$ cat src/rtl/xperm_pkg.sv
package xperm_pkg;

    // Occupancy of the result register.
    typedef enum logic {
        OUT_EMPTY = 1'b0,
        OUT_FULL  = 1'b1
    } xperm_state_e;

endpackage

$ cat src/rtl/xperm_flip_stage.sv
// One index-bit flip stage. When enabled, each lane takes the data of the
// lane whose index differs from its own only in bit FLIP_BIT.
module xperm_flip_stage #(
    parameter int LANE_BITS = 3,
    parameter int LANE_W    = 8,
    parameter int FLIP_BIT  = 0
) (
    input  logic                                  en,
    input  logic [(1<<LANE_BITS)*LANE_W-1:0]      d_in,
    output logic [(1<<LANE_BITS)*LANE_W-1:0]      d_out
);
    localparam int LANES = 1 << LANE_BITS;

    for (genvar i = 0; i < LANES; i++) begin : g_lane
        localparam int PARTNER = i ^ (1 << FLIP_BIT);
        assign d_out[i*LANE_W +: LANE_W] = en ? d_in[PARTNER*LANE_W +: LANE_W]
                                              : d_in[i*LANE_W +: LANE_W];
    end

endmodule

$ cat src/rtl/xperm_network.sv
// A cascade of LANE_BITS flip stages, with stage j enabled by key bit j.
module xperm_network #(
    parameter int LANE_BITS = 3,
    parameter int LANE_W    = 8
) (
    input  logic [LANE_BITS-1:0]                  key,
    input  logic [(1<<LANE_BITS)*LANE_W-1:0]      d_in,
    output logic [(1<<LANE_BITS)*LANE_W-1:0]      d_out
);
    localparam int VEC_W = (1 << LANE_BITS) * LANE_W;

    logic [VEC_W-1:0] stage_bus [LANE_BITS+1];

    assign stage_bus[0] = d_in;

    for (genvar j = 0; j < LANE_BITS; j++) begin : g_stage
        xperm_flip_stage #(
            .LANE_BITS (LANE_BITS),
            .LANE_W    (LANE_W),
            .FLIP_BIT  (j)
        ) u_flip (
            .en    (key[j]),
            .d_in  (stage_bus[j]),
            .d_out (stage_bus[j+1])
        );
    end

    assign d_out = stage_bus[LANE_BITS];

endmodule

$ cat src/rtl/xperm_out_reg.sv
// The result register and its two-state occupancy controller.
module xperm_out_reg
    import xperm_pkg::*;
#(
    parameter int VEC_W = 64
) (
    input  logic             clk,
    input  logic             rst_n,
    input  logic             load,
    input  logic [VEC_W-1:0] d_in,
    output logic             full,
    output logic [VEC_W-1:0] q
);
    xperm_state_e state_q, state_d;

    // State register.
    always_ff @(posedge clk) begin
        if (!rst_n) state_q <= OUT_EMPTY;
        else        state_q <= state_d;
    end

    // Next-state logic.
    always_comb begin
        state_d = state_q;
        unique case (state_q)
            OUT_EMPTY: if (load)  state_d = OUT_FULL;
            OUT_FULL:  if (!load) state_d = OUT_EMPTY;
        endcase
    end

    // The data register loads only when the input is valid.
    always_ff @(posedge clk) begin
        if (!rst_n)    q <= '0;
        else if (load) q <= d_in;
    end

    assign full = (state_q == OUT_FULL);

endmodule

$ cat src/rtl/xor_lane_permuter.sv
module xor_lane_permuter #(
    parameter int LANE_BITS = 3,
    parameter int LANE_W    = 8
) (
    input  logic                                  clk,
    input  logic                                  rst_n,
    input  logic                                  in_valid,
    input  logic [(1<<LANE_BITS)*LANE_W-1:0]      in_vec,
    input  logic [LANE_BITS-1:0]                  in_key,
    output logic                                  out_valid,
    output logic [(1<<LANE_BITS)*LANE_W-1:0]      out_vec
);
    localparam int LANES = 1 << LANE_BITS;
    localparam int VEC_W = LANES * LANE_W;

    logic [VEC_W-1:0] net_out;

    xperm_network #(
        .LANE_BITS (LANE_BITS),
        .LANE_W    (LANE_W)
    ) u_net (
        .key   (in_key),
        .d_in  (in_vec),
        .d_out (net_out)
    );

    xperm_out_reg #(
        .VEC_W (VEC_W)
    ) u_oreg (
        .clk   (clk),
        .rst_n (rst_n),
        .load  (in_valid),
        .d_in  (net_out),
        .full  (out_valid),
        .q     (out_vec)
    );


    valid_follow_chk: assert property (@(posedge clk) disable iff (!rst_n)
        $past(rst_n) |-> (out_valid == $past(in_valid)));


    idle_hold_chk: assert property (@(posedge clk) disable iff (!rst_n)
        ($past(rst_n) && !$past(in_valid)) |-> $stable(out_vec));


    zero_key_pass_chk: assert property (@(posedge clk) disable iff (!rst_n)
        ($past(rst_n) && $past(in_valid) && ($past(in_key) == '0))
            |-> (out_vec == $past(in_vec)));

    for (genvar i = 0; i < LANES; i++) begin : g_rev_chk

        reverse_lane_chk: assert property (@(posedge clk) disable iff (!rst_n)
            ($past(rst_n) && $past(in_valid) && (&$past(in_key)))
                |-> (out_vec[i*LANE_W +: LANE_W] ==
                     $past(in_vec[(LANES-1-i)*LANE_W +: LANE_W])));
    end

endmodule

$ cat config.mk
export PLATFORM = sky130hd
export DESIGN_NAME = xor_lane_permuter
export DESIGN_NICKNAME = d
export VERILOG_FILES = /design/src/rtl/xperm_pkg.sv /design/src/rtl/xperm_flip_stage.sv /design/src/rtl/xperm_network.sv /design/src/rtl/xperm_out_reg.sv /design/src/rtl/xor_lane_permuter.sv
export SDC_FILE = /design/constraint.sdc
export NUM_CORES = 1
export LEC_CHECK = 0
export BUFFER_PORTS_ARGS = -buffer_cell sky130_fd_sc_hd__buf_2
export CELL_PAD_IN_SITES_DETAIL_PLACEMENT = 1
export CELL_PAD_IN_SITES_GLOBAL_PLACEMENT = 2
export CORE_MARGIN = 10
export CORE_UTILIZATION = 30
export DETAILED_ROUTE_END_ITERATION = 12
export PLACE_DENSITY = 0.72
export SLEW_MARGIN = 0
export SYNTH_ARGS = -nofsm -noshare
export SYNTH_HDL_FRONTEND = slang
export SYNTH_HIERARCHICAL = 1
export SYNTH_SLANG_ARGS = --single-unit
$ cat constraint.sdc
create_clock -name clk -period 2.18 [get_ports clk]
set_clock_uncertainty 0.2 [all_clocks]
set_input_delay 0.218 -clock clk [delete_from_list [all_inputs] [get_ports clk]]
set_output_delay 0.218 -clock clk [all_outputs]
set_load 0.1 [all_outputs]
# Yosys cells after proc, flatten, opt, wreduce, memory -nomap -nowiden

Index checks and enable logic that the tools add are counted.

Logic and storage cells: 27
RAM bits: 0
Bits in read-only memories: 0
Latch bits: 0
Output and inout bits: 65
Bits of input ports: 70
Register bits after elaboration: 65
Memories kept: 0

Multiplexer cells: 25
Add/sub/neg operators: 0
Eq/ne operators: 0
Shift operators: 0
$mul: 0
Magnitude comparators: 0
Reduce and logical (&&, ||, !) cells: 0
Divide/modulo/power cells: 0
Bitwise logic cells: 0

Operators with widths:

| kind             | count |
|---|---|
| 8-bit 2-to-1 mux | 24 |
| 1-bit 2-to-1 mux | 1 |

# Depth between registers and ports, before layout

Depth in word-level cells: 3
Gate-level depth with buffers: 7
Mapped depth without buffers: 5

# By module

Netlist, hierarchy kept.

Modules (own cells, without submodules):

| module           | area each (µm²) | instances | cells each | seq. area each (µm²) |
|---|---|---|---|---|
| xperm_flip_stage | 1077.3          | 3         | 71         | 0.0 |
| xperm_out_reg    | 2489.9          | 1         | 208        | 1301.2 |

# Worst setup path after synthesis

OpenSTA, ideal clock, no wires.

Path type: input to register
Start point: input port in_key[0]
End point: register u_oreg.q[0]
Data arrival time: 1.539 ns
Stages on the path: 7
Library setup time: 0.120 ns
Path slack: 0.321 ns
Required time: 1.860 ns
Buffers on the path: 2
Path through: buf_6 -> buf_12 -> mux2_4 -> mux2_4 -> mux2_4 -> mux2i_1 -> nor2b_1

RTL lines:

| item                   | line                   | RTL |
|---|---|---|
| start: declaration     | xor_lane_permuter.sv:9 | `input logic [LANE_BITS-1:0] in_key,` |
| end signal: assignment | xperm_out_reg.sv:34    | `else if (load) q <= d_in;` |
| end: declaration       | xperm_out_reg.sv:12    | `output logic [VEC_W-1:0] q` |

==> impl_metrics.csv <==
group,metric,value,unit
route,drc,0,
logic_synthesis,yosys.area.top_type,"mux2_4",
route,drtAntennaViolNets,0,
global_routing,grt_start_max_net_pins,66,
clocking,cts-resized-gates,0,
logic_synthesis,yosysUniqueCellTypes,12,
clocking,cts_setup_buffers,0,
route,viasPerCell,4.53,
timing,rsz0062_at_grt,"false",
die,io_pins,135,
critical_path,cp_max_fo,34,
pwr,powerDensity,728,mW/mm2
cells_and_area,drive_gt1_share,64.2,%
route,firstDrtPassIters,6,
pwr,clockPowerShare,30.1,%
pwr,internal_power,0.00301,W
timing,min_period,1720,ps
critical_path,critPathRequiredTime,2200,ps
route,avgRoutedWirePerCell,19.5,um
logic_synthesis,synth_nets,491,
logic_synthesis,ys.warnings.count,6,
logic_synthesis,syn-instance-count,421,
die,start_util,30.6,%
cells_and_area,nets,611,
cells_and_area,final_area,0.00663,mm2
timing,fmax,0.582,GHz
timing,slew_viol_final,0,
clocking,tritoncts,"built",
clocking,tritoncts.num_buffers,9,
die,die_area,0.0250,mm2
flow_run,cap_violations,0,
clocking,cts_root_buf,"clkbuf_16",
logic_synthesis,synth.area.top_cells,"mux2_4, dfxtp_1, mux2i_1, buf_12, nor2b_1",
logic_synthesis,ys_seq_area_share,22.7,%
route,drtIter0Drc,128,
clocking,htreeDepth,3,
timing,tns,0,ps
critical_path,crit_type,"in2reg",
die,fp-row-count,50,
logic_synthesis,syn_avg_cell_area,13.6,um2
cells_and_area,diodes,0,
die,fp.coreArea,0.0187,mm2
global_routing,grt_antenna_before_repair,0,
pwr,power.share.sequential,28.0,%
global_routing,gr-usage-all-layers,12.0,%
logic_synthesis,yosysTopAreaCellShare,47.2,%
timing,setup_violations,0,
critical_path,crit_path_start_kind,"primary input",
global_routing,grt_pass1_wl,23100,um
logic_synthesis,yosysMostFrequentCell,"mux2_4",
logic_synthesis,ys_ff_latch,65,
clocking,hold_buffers,0,
timing,finalHoldViolCount,0,
place,placed_cell_area,0.00633,mm2
pwr,combinationalPowerShare,41.9,%
route,finalWirelength,15200,um
logic_synthesis,synth_edf_count,0,
place,routabilityCongestion,0.744,
timing,maxSlewHeadroom,63.3,%
global_routing,grt_overflow,0,
timing,worst_pin_slew,555,ps
min_path,hold_class,"in2reg",
pwr,sw_frac_of_total,37.6,%
run_status,status,"complete, no violations",
clocking,clkTransAtPathRegs,50,ps
critical_path,cp-end-kind,"flip-flop",
route,via_count,3526,
clocking,clk-insertion-delay-late,330,ps
place,dp.final_hpwl,12200,um
pwr,p_switching,0.00182,W
die,die_w,158,um
logic_synthesis,synthFlopType,"dfxtp_1",
clocking,clock_path_buffers,2,
clocking,cts.sinks,65,
pwr,cellLeakagePower,3.39,nW
cells_and_area,syn_to_final_growth,15.9,%
global_routing,grt_pass1_vias,3908,
logic_synthesis,async_flop_share,0,%
die,die_height,158,um
pwr,ir_worst_vdd,349,uV
logic_synthesis,syn_area,0.00572,mm2
timing,finalCritPeriodShare,78.8,%
place,portBuffers,134,
logic_synthesis,ys_top_cells_by_count,"mux2_4, dfxtp_1, mux2i_1, nor2b_1, buf_12",
critical_path,arrival,1740,ps
-- per-stage QoR --
stage,cells,power [W],setup WS [ps],hold slack (ps),util (%)
after floorplan,421,0.00310,321,309,-
after global placement,764,0.00339,152,293,33.9
after detailed placement,764,0.00342,97.8,301,33.9
after CTS,779,0.00492,454,203,35.5
after global routing,779,0.00506,365,226,35.5
final,779,0.00483,462,197,35.5
-- per-layer routing --
layer,GRT usage [%],vias up,share of wire [%]
li1,-,1737,-
met1,14.7,1705,45
met2,19.3,72,47
met3,4.10,12,6.2
met4,4.10,0,1.2
met5,0,-,0
-- critical path: stages --
cell and delay, ps:
buf_4 130, buf_12 250, mux2_4 340, mux2_4 280
mux2_4 270, mux2i_1 140, nor2b_1 60
-- sequential cells by signal, summed over array words and instances, names as in the netlist --
signal,count
u_oreg/full,1
u_oreg/q,64
-- layout make-up --
| class | instances | area [um2] |
|---|---|---|
| Fill cell | 2029 | 12100 |
| Clock inverter | 3 | 40.0 |
| Clock buffer | 12 | 256 |
| Sequential cell | 65 | 1300 |
| Timing Repair Buffer | 144 | 856 |
| Multi-Input combinational cell | 321 | 3880 |
| Tap cell | 234 | 293 |
-- power by group through the flow --
stage,logic [W],registers [W],clock network (W)
3_3_place_gp,0.00201,0.00137,0
3_5_place_dp,0.00204,0.00138,0
4_1_cts,0.00205,0.00135,0.00151
6_report,0.00202,0.00135,0.00145
2_1_floorplan,0.000999,0.00210,0
5_1_grt,0.00214,0.00136,0.00156
-- worst paths after layout --
path         slack [ps]          from  cells past startpoint            to
min                 200         rst_n                      2   u_oreg/q[7]
min reg2reg         310  u_oreg/q[27]                      2  u_oreg/q[27]
max                 460     in_key[0]                      7  u_oreg/q[60]
max reg2reg        1320  u_oreg/q[50]                      2  u_oreg/q[50]
-- kinds of logic after synthesis --
group / share of synthesized area, %
buffers and inverters: 9.36
flip-flops: 22.7
multiplexers: 60.8
AND/OR/NAND/NOR: 7.11
-- layout by cell type (no fill, tap or decap), drive strengths merged --
master | Yosys | layout
bufinv | 0 | 1
clkinv | 0 | 2
mux2 | 192 | 192
mux2i | 64 | 64
buf | 29 | 144
clkbuf | 6 | 12
and2 | 1 | 1
dfxtp | 65 | 65
nor2b | 64 | 64
Note: power is estimated with default switching activity, not from simulation.
